<file path="src/rtl/npcPscPkg.sv">
`timescale 1ns/1ps
package npcPscPkg;
  localparam int SINE_IDX_W = 6;
  localparam int SINE_W     = 9;
  localparam int SINE_FRAC  = 7;
  localparam int LEGS       = 4;
  localparam int SW_PER_LEG = 4;

  typedef struct packed {
    logic cfgLoad;  // active settings take the shadow copy this clock
    logic gateEn;   // gates may be driven
  } strobeT;

  // first quadrant of a 64-point sine, amplitude 128
  function automatic logic signed [SINE_W-1:0] quarterWave(input logic [4:0] k);
    case (k)
      5'd0:  quarterWave = 9'sd0;
      5'd1:  quarterWave = 9'sd13;
      5'd2:  quarterWave = 9'sd25;
      5'd3:  quarterWave = 9'sd37;
      5'd4:  quarterWave = 9'sd49;
      5'd5:  quarterWave = 9'sd60;
      5'd6:  quarterWave = 9'sd71;
      5'd7:  quarterWave = 9'sd81;
      5'd8:  quarterWave = 9'sd91;
      5'd9:  quarterWave = 9'sd99;
      5'd10: quarterWave = 9'sd106;
      5'd11: quarterWave = 9'sd113;
      5'd12: quarterWave = 9'sd118;
      5'd13: quarterWave = 9'sd122;
      5'd14: quarterWave = 9'sd126;
      5'd15: quarterWave = 9'sd127;
      default: quarterWave = 9'sd128;
    endcase
  endfunction

  function automatic logic signed [SINE_W-1:0] sineLookup(input logic [SINE_IDX_W-1:0] idx);
    logic [4:0] k;
    logic signed [SINE_W-1:0] mag;
    k = idx[4] ? (5'd16 - {1'b0, idx[3:0]}) : {1'b0, idx[3:0]};
    mag = quarterWave(k);
    sineLookup = idx[5] ? -mag : mag;
  endfunction

  function automatic logic signed [3:0] widenLevel(input logic [1:0] code);
    widenLevel = {{2{code[1]}}, code};
  endfunction
endpackage

</file>
<file path="src/rtl/npcPscCtrl.sv">
`timescale 1ns/1ps
module npcPscCtrl
  import npcPscPkg::*;
#(
  parameter int CW = 10,
  parameter int PW = 16,
  parameter int MW = 8
) (
  input  logic                  clk,
  input  logic                  rstN,
  input  logic                  enable,
  input  logic                  cfgWrite,
  input  logic [CW-1:0]         halfIn,
  input  logic [PW-1:0]         fcwIn,
  input  logic [MW-1:0]         miIn,
  output strobeT                strobe,
  output logic [CW-1:0]         triA,
  output logic [CW-1:0]         triB,
  output logic [CW-1:0]         actHalf,
  output logic [SINE_IDX_W-1:0] sineIdx,
  output logic [MW-1:0]         shMi
);
  localparam int PCW = CW + 1;

  logic [PCW-1:0] posA, posB, nextA, nextB, fullCount, halfExt, preloadB;
  logic [PW-1:0]  acc, actFcw, shFcw;
  logic [CW-1:0]  shHalf;
  logic           wrapNow;

  always_comb begin
    fullCount = {actHalf, 1'b0};
    halfExt   = {1'b0, actHalf};
    nextA     = posA + 1'b1;
    nextB     = posB + 1'b1;
    wrapNow   = (nextA >= fullCount);
    preloadB  = {2'b00, shHalf[CW-1:2]};   // one eighth of the new full period
    triA      = (posA <= halfExt) ? posA[CW-1:0] : CW'(fullCount - posA);
    triB      = (posB <= halfExt) ? posB[CW-1:0] : CW'(fullCount - posB);
    sineIdx   = acc[PW-1 -: SINE_IDX_W];
    strobe.cfgLoad = wrapNow;
    strobe.gateEn  = enable;
  end

  always_ff @(posedge clk or negedge rstN) begin
    if (!rstN) begin
      posA    <= '0;
      posB    <= '0;
      acc     <= '0;
      actHalf <= '0;
      actFcw  <= '0;
      shHalf  <= '0;
      shFcw   <= '0;
      shMi    <= '0;
    end else begin
      acc <= acc + actFcw;
      if (cfgWrite) begin
        shHalf <= halfIn;
        shFcw  <= fcwIn;
        shMi   <= miIn;
      end
      if (wrapNow) begin
        posA    <= '0;
        posB    <= preloadB;
        actHalf <= shHalf;
        actFcw  <= shFcw;
      end else begin
        posA <= nextA;
        posB <= (nextB >= fullCount) ? '0 : nextB;
      end
    end
  end
endmodule

</file>
<file path="src/rtl/npcPscPath.sv">
`timescale 1ns/1ps
module npcPscPath
  import npcPscPkg::*;
#(
  parameter int CW = 10,
  parameter int MW = 8
) (
  input  logic                  clk,
  input  logic                  rstN,
  input  logic                  cfgLoad,
  input  logic [CW-1:0]         triA,
  input  logic [CW-1:0]         triB,
  input  logic [CW-1:0]         half,
  input  logic [SINE_IDX_W-1:0] sineIdx,
  input  logic [MW-1:0]         shMi,
  output logic [2*LEGS-1:0]     legLevels,
  output logic [3:0]            phaseLevel,
  output logic [LEGS-1:0]       swUpper,
  output logic [LEGS-1:0]       swInner
);
  localparam int SHIFT = SINE_FRAC + MW;
  localparam int PRODW = SINE_W + MW + CW + 2;
  localparam int REFW  = CW + 2;

  logic [MW-1:0]              actMi;
  logic signed [SINE_W-1:0]   sineVal;
  logic signed [PRODW-1:0]    sineExt, miExt, halfExt, prod;
  logic signed [REFW-1:0]     refPos, halfRef;
  logic [1:0]                 lvlNext [LEGS];
  logic signed [3:0]          phaseNext;

  always_comb begin
    sineVal = sineLookup(sineIdx);
    sineExt = {{(PRODW-SINE_W){sineVal[SINE_W-1]}}, sineVal};
    miExt   = {{(PRODW-MW){1'b0}}, actMi};
    halfExt = {{(PRODW-CW){1'b0}}, half};
    prod    = sineExt * miExt * halfExt;
    refPos  = REFW'(prod >>> SHIFT);
    halfRef = {2'b00, half};
  end

  for (genvar g = 0; g < LEGS; g++) begin : gLeg
    logic signed [REFW-1:0] legRef, upperCar, lowerCar;
    always_comb begin
      legRef   = (g == 1 || g == 2) ? -refPos : refPos;
      upperCar = (g < 2) ? {2'b00, triA} : {2'b00, triB};
      lowerCar = upperCar - halfRef;
      if (legRef > upperCar)      lvlNext[g] = 2'b01;
      else if (legRef < lowerCar) lvlNext[g] = 2'b11;
      else                        lvlNext[g] = 2'b00;
    end
    always_ff @(posedge clk or negedge rstN) begin
      if (!rstN) begin
        legLevels[2*g +: 2] <= 2'b00;
        swUpper[g]          <= 1'b0;
        swInner[g]          <= 1'b1;
      end else begin
        legLevels[2*g +: 2] <= lvlNext[g];
        swUpper[g]          <= (lvlNext[g] == 2'b01);
        swInner[g]          <= (lvlNext[g] != 2'b11);
      end
    end
  end

  always_comb
    phaseNext = widenLevel(lvlNext[0]) - widenLevel(lvlNext[1])
              - widenLevel(lvlNext[2]) + widenLevel(lvlNext[3]);

  always_ff @(posedge clk or negedge rstN) begin
    if (!rstN) begin
      actMi      <= '0;
      phaseLevel <= '0;
    end else begin
      if (cfgLoad) actMi <= shMi;
      phaseLevel <= phaseNext;
    end
  end
endmodule

</file>
<file path="src/rtl/npcDeadBand.sv">
`timescale 1ns/1ps
module npcDeadBand #(
  parameter int DW      = 6,
  parameter bit RST_VAL = 1'b0
) (
  input  logic          clk,
  input  logic          rstN,
  input  logic          want,
  input  logic [DW-1:0] dtCycles,
  input  logic          gateEn,
  output logic          hiGate,
  output logic          loGate
);
  logic          cur;
  logic [DW-1:0] holdCnt;

  always_ff @(posedge clk or negedge rstN) begin
    if (!rstN) begin
      cur     <= RST_VAL;
      holdCnt <= '0;
    end else if (want != cur) begin
      cur     <= want;
      holdCnt <= dtCycles;
    end else if (holdCnt != '0) begin
      holdCnt <= holdCnt - 1'b1;
    end
  end

  always_comb begin
    hiGate = gateEn && (holdCnt == '0) && cur;
    loGate = gateEn && (holdCnt == '0) && !cur;
  end
endmodule

</file>
<file path="src/rtl/npcPscGates.sv">
`timescale 1ns/1ps
module npcPscGates
  import npcPscPkg::*;
#(
  parameter int DW = 6
) (
  input  logic                       clk,
  input  logic                       rstN,
  input  logic [LEGS-1:0]            swUpper,
  input  logic [LEGS-1:0]            swInner,
  input  logic [DW-1:0]              dtCycles,
  input  logic                       gateEn,
  output logic [LEGS*SW_PER_LEG-1:0] gates
);
  for (genvar g = 0; g < LEGS; g++) begin : gPair
    npcDeadBand #(.DW(DW), .RST_VAL(1'b0)) uOuter (
      .clk(clk), .rstN(rstN), .want(swUpper[g]), .dtCycles(dtCycles), .gateEn(gateEn),
      .hiGate(gates[SW_PER_LEG*g + 0]), .loGate(gates[SW_PER_LEG*g + 2])
    );
    npcDeadBand #(.DW(DW), .RST_VAL(1'b1)) uInner (
      .clk(clk), .rstN(rstN), .want(swInner[g]), .dtCycles(dtCycles), .gateEn(gateEn),
      .hiGate(gates[SW_PER_LEG*g + 1]), .loGate(gates[SW_PER_LEG*g + 3])
    );
  end
endmodule

</file>
<file path="src/rtl/npcPscModulator.sv">
`timescale 1ns/1ps
module npcPscModulator
  import npcPscPkg::*;
#(
  parameter int CW = 10,
  parameter int PW = 16,
  parameter int MW = 8,
  parameter int DW = 6
) (
  input  logic                       clk,
  input  logic                       rstN,
  input  logic                       enable,
  input  logic                       cfgWrite,
  input  logic [CW-1:0]              halfPeriod,
  input  logic [PW-1:0]              fcw,
  input  logic [MW-1:0]              modIndex,
  input  logic [DW-1:0]              deadTime,
  output logic [LEGS*SW_PER_LEG-1:0] gates,
  output logic [2*LEGS-1:0]          legLevels,
  output logic [3:0]                 phaseLevel
);
  strobeT                  strobe;
  logic [CW-1:0]           triA, triB, actHalf;
  logic [SINE_IDX_W-1:0]   sineIdx;
  logic [MW-1:0]           shMi;
  logic [LEGS-1:0]         swUpper, swInner;

  npcPscCtrl #(.CW(CW), .PW(PW), .MW(MW)) uCtrl (
    .clk(clk), .rstN(rstN), .enable(enable), .cfgWrite(cfgWrite),
    .halfIn(halfPeriod), .fcwIn(fcw), .miIn(modIndex),
    .strobe(strobe), .triA(triA), .triB(triB), .actHalf(actHalf),
    .sineIdx(sineIdx), .shMi(shMi)
  );

  npcPscPath #(.CW(CW), .MW(MW)) uPath (
    .clk(clk), .rstN(rstN), .cfgLoad(strobe.cfgLoad),
    .triA(triA), .triB(triB), .half(actHalf), .sineIdx(sineIdx), .shMi(shMi),
    .legLevels(legLevels), .phaseLevel(phaseLevel),
    .swUpper(swUpper), .swInner(swInner)
  );

  npcPscGates #(.DW(DW)) uGates (
    .clk(clk), .rstN(rstN), .swUpper(swUpper), .swInner(swInner),
    .dtCycles(deadTime), .gateEn(strobe.gateEn), .gates(gates)
  );
endmodule

</file>
<file path="config.mk">
export PLATFORM = sky130hd
export DESIGN_NAME = npcPscModulator
export DESIGN_NICKNAME = d
export VERILOG_FILES = /design/src/rtl/npcPscPkg.sv /design/src/rtl/npcPscCtrl.sv /design/src/rtl/npcPscPath.sv /design/src/rtl/npcDeadBand.sv /design/src/rtl/npcPscGates.sv /design/src/rtl/npcPscModulator.sv
export SDC_FILE = /design/constraint.sdc
export NUM_CORES = 1
export LEC_CHECK = 0
export BUFFER_PORTS_ARGS = -buffer_cell sky130_fd_sc_hd__buf_2
export CAP_MARGIN = 20
export CORE_UTILIZATION = 52
export DETAILED_ROUTE_END_ITERATION = 6
export GPL_TIMING_DRIVEN = 0
export PLACE_DENSITY_LB_ADDON = 0.1
export SLEW_MARGIN = 25
export SYNTH_ARGS = -nofsm -noshare
export SYNTH_HDL_FRONTEND = slang
export SYNTH_SLANG_ARGS = --single-unit
</file>
<file path="constraint.sdc">
create_clock -name clk -period 21.3 [get_ports clk]
set_input_delay 2.13 -clock clk [delete_from_list [all_inputs] [get_ports clk]]
set_output_delay 2.13 -clock clk [all_outputs]
set_load 0.1 [all_outputs]
</file>
[Word-level counts from Yosys, hierarchy flattened]
Memory sizes are Yosys's and may differ from the RTL's.
Cells that the tools add are included.
Word-level totals
  register bits after elaboration: 182
  bits in read-only memories: 112
  output and inout port bits: 28
  memories: 1
Operators by class
  $add $sub $neg: 21
  $mul: 2
  order comparisons: 12
  equality and inequality tests: 16
  multiplexer cells: 32
  reductions and logical operators: 56
Memory list
  (name not given): depth 16, width 7, rd ports 1, clocked after memory_dff 0, wr ports 0, RTL line npcPscPkg.sv:16  | case (k)
Operator list (count)
  two-way mux 6 bit: 16
  > comparator 12 x 11 -> 1 bit: 4
  zero test 6 bit: 8
  less-than comparator 12 bit: 4
  nonzero test 6 bit: 8
  subtractor 6 x 1 -> 6 bit, second input constant: 8
  two-way mux 11 bit: 3
  multiplier 18 x 11 -> 27 bit: 1
  logical AND 1 bit: 24
  adder 11 x 1 -> 11 bit, second input constant: 2
  greater-or-equal comparator 11 bit: 2
  less-or-equal comparator 11 x 10 -> 1 bit: 2
  subtractor 10 x 10 -> 11 bit: 2
  two-way mux 10 bit: 2
  subtractor 10 bit: 2
  multiplier 9 x 9 -> 18 bit: 1
  two-way mux 9 bit: 2
  adder 16 bit: 1
  two-way mux 2 bit: 8
  nonzero test 2 bit: 8
  negator 12 bit: 1
  negator 9 bit: 1
  == test 2 x 1 -> 1 bit, second input constant: 4
  zero test 1 bit: 8
  7 further kinds: 17

[Logic depth before layout (Yosys ltp)]
Gate-level depths: netlist of run 1.
An unclocked memory read counts as a cell.
  depth in word-level cells: 15
  gate-level depth with buffers: 72
  depth with buffers taken out: 71

[Hierarchy]
Synthesis of run 1 repeated with hierarchy kept, for this count alone.
Second synthesis, totals
  cell total of the unflattened synthesis: 2564
  area, all modules: 23304.9 um^2
By module, submodules not included
  npcPscPath: instances 1, cells an instance 1579, area each 13614.3 um^2, seq. area each 705.7 um^2
  npcPscCtrl: instances 1, cells an instance 641, area each 6232.2 um^2, seq. area each 2452.4 um^2
  npcDeadBand (uGates.gPair[0].uInner ...): instances 4, cells an instance 43, area each 432.9 um^2, seq. area each 176.4 um^2
  npcDeadBand (uGates.gPair[0].uOuter ...): instances 4, cells an instance 43, area each 431.7 um^2, seq. area each 175.2 um^2

[Worst setup path before layout of run 1]
No wires, ideal clock.
  kind: reg-to-reg
  start point: reg uCtrl.acc[10]
  end point: reg uPath.phaseLevel[3]
  arrival time: 14.723 ns
  setup slack: 6.497 ns
  stages on the path, launching flop included: 67
  clock period less this slack: 14.803 ns
  cells stage by stage: dfrtp_1 > inv_1 > ha_1 > xor2_1 > a21o_1 > a21oi_4 > and2_2 > clkbuf_1 > inv_1 > ha_1 > o21ai_0 > nand2_1 > xnor2_1 > nand2_1 > fa_1 > inv_1 > fa_1 > ha_1 > (+31 left out) > xor2_1 > ha_1 > a21o_1 > a21oi_1 > o21ai_0 > a21o_1 > a21oi_1 > nor2_1 > a31oi_2 > o21ai_1 > fa_1 > fa_1 > inv_1 > ha_1 > a21o_1 > a21oi_1 > xnor2_1 > xnor2_1
RTL lines
  start, declared: RTL line npcPscCtrl.sv:26  | logic [PW-1:0] acc, actFcw, shFcw;
  start signal, assigned: RTL line npcPscCtrl.sv:55  | acc <= acc + actFcw;
  end signal, assigned: RTL line npcPscPath.sv:75  | phaseLevel <= phaseNext;
  end, declared: RTL line npcPscPath.sv:17  | output logic [3:0] phaseLevel,

==> qor.txt, run 1 <==
Status = complete, no violations
Area of the multi-input gates = 16500 um^2
Core area = 43400 um^2
R2r setup slk = 3370 ps
Crit path largest cell delay = 720 ps
Most frequent cells in the layout = inv_1 (422), ha_1 (279), nand2_1 (246)
Root buffer cell = clkbuf_16
H-tree Lvls = 4
Clock buffer depth = 2
Die H = 212 um
Setup crit end kind = flop
WHS Endpoint = uGates.gPair[3].uInner.cur
Slew margin rel. = 25.4%
Initial Utilization = 53.0%
Clock tree sinks = 182
Area Growth Syn to Fin = 7.73%
Critical path's slowest cell = xor2_1
Register area = 4560 um^2
Worst Max-Slew Pin Slew = 1110 ps
Synth Area per Inst = 8.97 um^2
Worst-Skew Late Latency = 480 ps
Io pins = 72
GPL Wtd Cong = 0.893
Crit path max-delay family = adder cells
Number of synthesized flops with an enable pin = 0
Post CTS Setup Buffer Count = 0
Vias/cell = 5.43
Cts repair resizes = 0
Initial antenna violation count = 0
Sequential share of the synthesized area = 19.9%
Crit-path max FO = 10
Antenna Nets Post-Route = 0
Global-route wire length before repair = 90700 um
Worst-path clk slew = 80 ps
Skew final = 13.6 ps
Most common cell after layout, fill and taps aside = inv_1
Fin. Hold Viols = 0
Hold_buf cts = 0
Place WS = 3810 ps
Die Area = 45100 um^2
#FFs+latches synth = 182
Chip width = 212 um
CTS tree = built
Final setup fails = 0
Vias in the first global route = 18400
Aggregate global routing overflow = 0
DP Area = 24100 um^2
Layout cells sized above 1 = 8.79%
Final min period = 17930 ps
Max-slew violation count = 0
Max cap viols = 0
Fill cells = 4008
Critical path arrival = 18330 ps
Worst hold path type = reg2reg
Finished Core Util = 57.1%
Diode count = 0
Aggregate global-route resource usage = 25.8%
Post-route cell area = 24800 um^2
Worst hold stages = 1
Share of synthesized registers carrying an async set or reset = 100%
FF-to-FF path depth = 65
Ys Warns = 0
Final net count = 3196
Half-perimeter wire length after placement = 44100 um
Highest achievable clock rate = 55.8 MHz
DRC viols = 0
Critical path buffers and inverters = 10
CP startpoint kind = flop
Setup slack after layout = 3370 ps
Mapped Area = 23000 um^2
Total CTS buffers = 17
Top FF cell, synth = dfrtp_1
Worst Hold Launch = uPath.swInner[3]
Reg2reg start = uCtrl.acc[10]
RSZ-0062 raised after global routing = no
Final WL = 54400 um
Reg-to-reg endpoint = uPath.phaseLevel[3]
WL/cell = 16.8 um
Port Buffers = 65
Post-route clock period utilization = 84.2%
Syn nets = 3110
Mapped Cells = 2562
Routed vias = 17600
DRT iter0 DRCs = 941
1st-pass router iterations = 5
CP Data Required Time = 21700 ps
Synth unique cells = 92
Critical setup path kind = reg2reg
Largest net degree at the start of global routing = 77
Row Count = 76
Setup TNS = 0 ps
Most frequent CP cell = fa_1
synth_stat cells, types with 20 or more instances:
library cell / number / area, um^2
xor2_1: 40 / 350
nor2_1: 94 / 353
fa_1: 225 / 4500
dfrtp_1: 174 / 4350
and3_1: 26 / 163
mux2_2: 66 / 743
xnor2_1: 99 / 867
o21ai_0: 144 / 721
or3_1: 20 / 125
nand2_1: 246 / 923
ha_1: 279 / 3490
nor3_1: 53 / 265
nand4_1: 21 / 131
clkbuf_1: 63 / 236
a21o_1: 46 / 345
a21oi_1: 112 / 561
nand3_1: 30 / 150
o21a_1: 21 / 158
and2_1: 118 / 738
nor2b_1: 40 / 250
nand2b_1: 20 / 125
inv_1: 422 / 1580
metrics by stage:
| step | hold WS (ps) | std cells |
|---|---|---|
| after floorplan | 435 | 2562 |
| after global placement | 439 | 3212 |
| after detailed placement | 442 | 3214 |
| after CTS | 440 | 3246 |
| after global routing | 454 | 3246 |
| final | 437 | 3246 |
sequential cells by signal (all words and copies together) (netlist names), 10 cells and up:
name                         count
uGates.gPair.uInner.holdCnt     24
uGates.gPair.uOuter.holdCnt     24
uCtrl.shFcw                     16
uCtrl.shHalf                    10
uCtrl.actHalf                   10
uCtrl.posA                      11
uCtrl.actFcw                    16
uCtrl.acc                       16
uCtrl.posB                      11
layout make-up:
| cell class | instances | area share (%) |
|---|---|---|
| Clock buffer | 20 | 1.84 |
| Timing Repair Buffer | 67 | 1.58 |
| Buffer | 92 | 1.68 |
| Inverter | 424 | 6.43 |
| Tap cell | 585 | 2.96 |
| Multi-Input combinational cell | 1864 | 66.6 |
| Clock inverter | 12 | 0.520 |
| Sequential cell | 182 | 18.4 |
routing by layer:
layer / vias up / wire [um] / global-route usage, %
li1: 8570 / - / -
met3: 87 / 2280 / 3.53
met1: 8608 / 24900 / 34.5
met2: 376 / 25800 / 43.0
met5: - / 0 / 0
met4: 0 / 1480 / 8.63
cells by family after synthesis:
kind of cell	share of synthesized area (%)
xor gates and xnor gates	5.49
buffers and inverters	8.73
muxes	3.60
AOI/OAI and AO/OA	12.1
adders and majority gates	34.8
DFF	19.9
and+or+nand+nor	15.4
worst register-to-register path, delay by kind of cell (launching register included):
family	cells	cell delay [ps]
adders and majority gates	17	7310
AOI/OAI and AO/OA	23	4460
xor gates and xnor gates	7	3100
and+or+nand+nor	8	1500
buffers and inverters	10	1020
DFF	1	460
worst max path at each step:
stage             startpoint                  end  slack, ps  cells past startpoint
2_1_floorplan  uCtrl.acc[10]  uPath.phaseLevel[3]       6500                     66
3_3_place_gp   uCtrl.acc[10]  uPath.phaseLevel[3]       3780                     66
3_5_place_dp   uCtrl.acc[10]  uPath.phaseLevel[3]       3810                     65
4_1_cts        uCtrl.acc[10]  uPath.phaseLevel[3]       3720                     65
5_1_grt        uCtrl.acc[10]  uPath.phaseLevel[3]       2190                     65
6_report       uCtrl.acc[10]  uPath.phaseLevel[3]       3370                     65
Power of run 1 is not shown: default switching activity piles up to over one toggle a cycle in this logic, so the estimate is an artifact.
==> run 2: changes to the inputs <==
clock period = 14.8 ns   (was 21.3 ns; I/O delays follow)
==> run 2 against run 1 <==
Effect of this change: die area is the same; cell area up 9.7%; hold slack gained 14 ps; count of clock-buffer cells in the layout decreased by 2; clock skew up 1.5 ps; sequential share of layout area is 1.6 points lower; first-iteration DRC count decreased by 3.5%; register-to-register slack worse by 3200 ps; flip-flop and latch count stayed put; non-clock buffer count increased by 130; critical path depth fell by 6; critical endpoint is now uPath.phaseLevel[2].
==> qor.txt, run 2 (synthesis results as in run 1) <==
Most frequent cells in the layout = inv_1 (400), ha_1 (252), nand2_1 (233)
Initial antenna violation count = 0
CP Data Required Time = 15150 ps
Vias/cell = 5.42
Setup slack after layout = 208 ps
Final setup fails = 0
GPL Wtd Cong = 0.888
Diode count = 0
DP Area = 24100 um^2
Area Growth Syn to Fin = 18.2%
Die Area = 45100 um^2
Chip width = 212 um
1st-pass router iterations = 5
Critical setup path kind = reg2reg
Max cap viols = 0
Crit-path max FO = 7
CTS tree = built
Total CTS buffers = 17
Most common cell after layout, fill and taps aside = inv_1
Place WS = -2540 ps
Port Buffers = 65
Root buffer cell = clkbuf_16
Routed vias = 18300
Aggregate global routing overflow = 0
Clock buffer depth = 2
Slew margin rel. = 28.2%
Final net count = 3326
Highest achievable clock rate = 68.5 MHz
Critical path arrival = 14950 ps
Skew final = 15.1 ps
R2r setup slk = 210 ps
Antenna Nets Post-Route = 0
Post-route cell area = 27200 um^2
CP startpoint kind = flop
Critical path's slowest cell = fa_1
Status = complete, no violations
Layout cells sized above 1 = 19.7%
Worst-path clk slew = 70 ps
Register area = 4570 um^2
Core area = 43400 um^2
Vias in the first global route = 19100
Fill cells = 3672
Worst-Skew Late Latency = 480 ps
Final WL = 57300 um
Max-slew violation count = 0
Post-route clock period utilization = 98.6%
Io pins = 72
Most frequent CP cell = fa_1
DRC viols = 0
Die H = 212 um
Worst hold path type = reg2reg
Half-perimeter wire length after placement = 44000 um
Row Count = 76
Fin. Hold Viols = 0
Global-route wire length before repair = 95400 um
Area of the multi-input gates = 17800 um^2
Worst Max-Slew Pin Slew = 1070 ps
Initial Utilization = 53.0%
Final min period = 14590 ps
Setup crit end kind = flop
RSZ-0062 raised after global routing = yes
Finished Core Util = 62.6%
Crit path largest cell delay = 590 ps
Clock tree sinks = 182
Biggest regs = uGates.gPair.uInner.holdCnt: 24 flops, uGates.gPair.uOuter.holdCnt: 24 flops
Largest net degree at the start of global routing = 95
H-tree Lvls = 4
Hold_buf cts = 0
WL/cell = 17.0 um
Aggregate global-route resource usage = 26.9%
DRT iter0 DRCs = 908
## run 2: worst paths after layout
path	from	endpoint	cells past startpoint
min in group asynchronous	rstN	uPath.actMi[6]	1
hold / removal	uPath.swInner[0]	uGates.gPair[0].uInner.cur	1
setup / recovery	uCtrl.acc[11]	uPath.phaseLevel[2]	59
max in group asynchronous	rstN	uCtrl.shHalf[5]	2
setup reg to reg	uCtrl.acc[11]	uPath.phaseLevel[2]	59
hold reg to reg	uPath.swInner[0]	uGates.gPair[0].uInner.cur	1
## run 2: critical path, delay by kind of cell (launching register included)
kind                       cells  cell delay (ps)
AOI/OAI and AO/OA             13             2800
xor gates and xnor gates       2              480
buffers and inverters         13             1220
DFF                            1              420
and+or+nand+nor               13             2160
adders and majority gates     18             7390
## run 2: layout make-up
class / count / share of cell area [%]
clock inverter: 14 / 0.686
multi-input combinational: 1864 / 65.5
tap: 585 / 2.69
inverter: 424 / 5.88
sequential: 182 / 16.8
buffer: 89 / 1.57
clock buffer: 18 / 1.62
timing repair buffer: 200 / 5.24
## run 2: layer usage
layer / track usage [%] / share of wire (%) / vias to the layer above
met4: 7.32 / 2.1 / 0
met1: 35.6 / 45 / 9050
li1: - / - / 8812
met2: 46.2 / 49 / 376
met5: 0 / 0 / -
met3: 3.41 / 3.8 / 76
## run 2: what timing repair did
action                                 4_1_cts  5_1_grt
buffers inserted                            61       72
resized for setup                          147      141
pin swaps                                   51      147
setup endpoints to repair                   19        4
endpoints found under the hold margin        0        0
## run 2: stage by stage
step	hold slack [ps]	cells	TNS, ps
after floorplan	435	2562	0
after global placement	439	3212	-15730
after detailed placement	443	3214	-15990
after CTS	453	3304	0
after global routing	463	3376	-682
final	450	3376	0
Power of run 2 is left out for the same reason.
==> run 3: changes to the inputs <==
ABC_AREA = 1   (was default)
CTS_BUF_LIST = sky130_fd_sc_hd__clkbuf_8   (was default)
GPL_ROUTABILITY_DRIVEN = 0   (was default)
==> run 3 against run 2 <==
Effect of this change: sequential share of layout area is 0.65 points higher; synthesized cell count up 12%; worst setup slack better by 350 ps; maximum frequency grew 2.5%; via count up 4.4%; clock skew up 18 ps; hold slack gained 6.1 ps; wire length rose by 1.9%; register-to-register slack better by 350 ps; non-clock buffer count shrank 77; critical path depth grew 27; critical path type unchanged; utilization shrank 2.2 points.
==> qor.txt, run 3 <==
Final net count = 3595
Number of synthesized flops with an enable pin = 0
Worst Setup SP = uCtrl.acc[10]
Aggregate global-route resource usage = 27.3%
Total CTS buffers = 17
R2r setup slk = 560 ps
Setup slack after layout = 562 ps
Critical setup path kind = reg2reg
Fill cells = 3900
Biggest regs = uGates.gPair.uInner.holdCnt: 24 flops, uGates.gPair.uOuter.holdCnt: 24 flops
Critical path arrival = 14690 ps
Die H = 212 um
Initial antenna violation count = 1
1st-pass router iterations = 6
Area Growth Syn to Fin = 13.9%
Max-slew violation count = 0
DRC viols = 0
Ranking of synthesized cells by area = fa_1 (20%), dfrtp_1 (19%), ha_1 (15%)
Row Count = 76
Final min period = 14240 ps
Diode count = 0
Post-synth top area share = 19.6%
Post-synth top cells = inv_1 (616), nand2_1 (528), ha_1 (279)
Chip width = 212 um
Sequential share of the synthesized area = 19.9%
Aggregate global routing overflow = 0
WL/cell = 16.0 um
#FFs+latches synth = 182
CP startpoint kind = flop
Cell taking the most area after synthesis = fa_1
Vias in the first global route = 19600
Half-perimeter wire length after placement = 46100 um
CTS tree = built
Core area = 43300 um^2
Worst Max-Slew Pin Slew = 937 ps
Post-route clock period utilization = 96.2%
Initial Utilization = 53.0%
Synth Area per Inst = 7.97 um^2
DP Area = 24100 um^2
Io pins = 72
Hold_buf cts = 0
DRT iter0 DRCs = 1085
Synth unique cells = 55
Clock tree sinks = 182
Final WL = 58400 um
Reg2reg start = uCtrl.acc[10]
Status = complete, no violations
Global-route wire length before repair = 95700 um
Largest net degree at the start of global routing = 93
Worst-Skew Late Latency = 570 ps
Slew margin rel. = 37.6%
Vias/cell = 5.25
Highest achievable clock rate = 70.2 MHz
Most frequent CP cell = nand2_2
Most frequent cells in the layout = inv_1 (575), nand2_1 (482), ha_1 (252)
Critical path's slowest cell = fa_2
Clock buffer depth = 2
Worst Hold Launch = uPath.swInner[1]
Root buffer cell = clkbuf_8
Crit path largest cell delay = 580 ps
H-tree Lvls = 4
Place WS = -1700 ps
Max cap viols = 0
RSZ-0062 raised after global routing = yes
Ys Warns = 0
Top FF cell, synth = dfrtp_1
Skew final = 33.6 ps
Routed vias = 19100
Post-route cell area = 26100 um^2
Mapped Area = 22900 um^2
Die Area = 45000 um^2
Crit-path max FO = 8
Antenna Nets Post-Route = 0
Setup crit end kind = flop
Mapped Cells = 2880
Most common cell in the netlist = inv_1
Worst-path clk slew = 120 ps
Worst hold path type = reg2reg
Critical path buffers and inverters = 21
Syn nets = 3428
Area of the multi-input gates = 16600 um^2
Layout cells sized above 1 = 16.7%
Share of synthesized registers carrying an async set or reset = 100%
Port Buffers = 68
Most common cell after layout, fill and taps aside = inv_1
Fin. Hold Viols = 0
Final setup fails = 0
Crit path max-delay family = adder cells
CP Data Required Time = 15250 ps
Worst hold slack = 456 ps
Register area = 4570 um^2
run 3: cell types whose count changed in the layout (fill, tap and decap cells not counted), sizes merged, moves of 59 or more:
cell | before | now
nand2 | 246 | 556
inv | 430 | 647
nor2 | 96 | 225
and2 | 119 | 0
nand3 | 30 | 93
buf | 231 | 172
run 3: layer usage:
metal / share of wire (%) / wire length, um / global-route usage [%] / vias to the layer above
li1: - / - / - / 9280
met5: 0 / 0 / 0 / -
met2: 48 / 28300 / 45.8 / 425
met4: 2.3 / 1350 / 9.00 / 0
met1: 44 / 25500 / 35.4 / 9337
met3: 5.6 / 3270 / 5.04 / 81
run 3: cell families after synthesis:
kind of cell               count (synthesis)  share of synthesized area [%]
and+or+nand+nor                          963                           18.1
xor gates and xnor gates                 137                           5.29
AOI/OAI and AO/OA                        365                           8.96
adders and majority gates                505                           34.9
DFF                                      182                           19.9
muxes                                     19                          0.932
buffers and inverters                    709                           11.9
run 3: path summary, 6_finish.rpt:
kind / endpoint / depth (start not counted)
setup / recovery: uPath.phaseLevel[3] / 86
hold / removal: uGates.gPair[1].uInner.cur / 1
setup reg to reg: uPath.phaseLevel[3] / 86
hold reg to reg: uGates.gPair[1].uInner.cur / 1
max in group asynchronous: uCtrl.posA[0] / 2
min in group asynchronous: uPath.actMi[1] / 1
run 3: repair_timing:
item / CTS / global route
setup endpoints to repair: 4 / 4
resized for setup: 65 / 207
buffers inserted: 26 / 52
cloned: 0 / 0
pin swaps: 27 / 142
hold endpoints to repair: 0 / 0
run 3: cell type report:
cell class,instances,share of cell area (%)
plain buffers,64,1.19
inverters,645,9.37
clock buffers,17,0.895
multi-input cells,1989,63.6
well taps,585,2.80
repair buffers,148,3.92
flip-flops and latches,182,17.5
clock inverters,15,0.727
run 3: worst register-to-register path: cells and delay by family, from the launching register on:
kind            cells  cell delay, ps
compound gates     11            1360
xor+xnor            2             340
fa+ha+maj          16            6440
buf+inv            21            1580
flops               1             430
simple gates       36            3970
run 3: per-stage QoR:
step	util [%]	setup TNS (ps)	cells
after global placement	55.5	-4520	3533
after detailed placement	55.7	-5230	3535
after floorplan	-	0	2880
after CTS	57.6	0	3593
after global routing	60.4	-232	3645
final	60.4	0	3645
Power of run 3 is left out for the same reason.
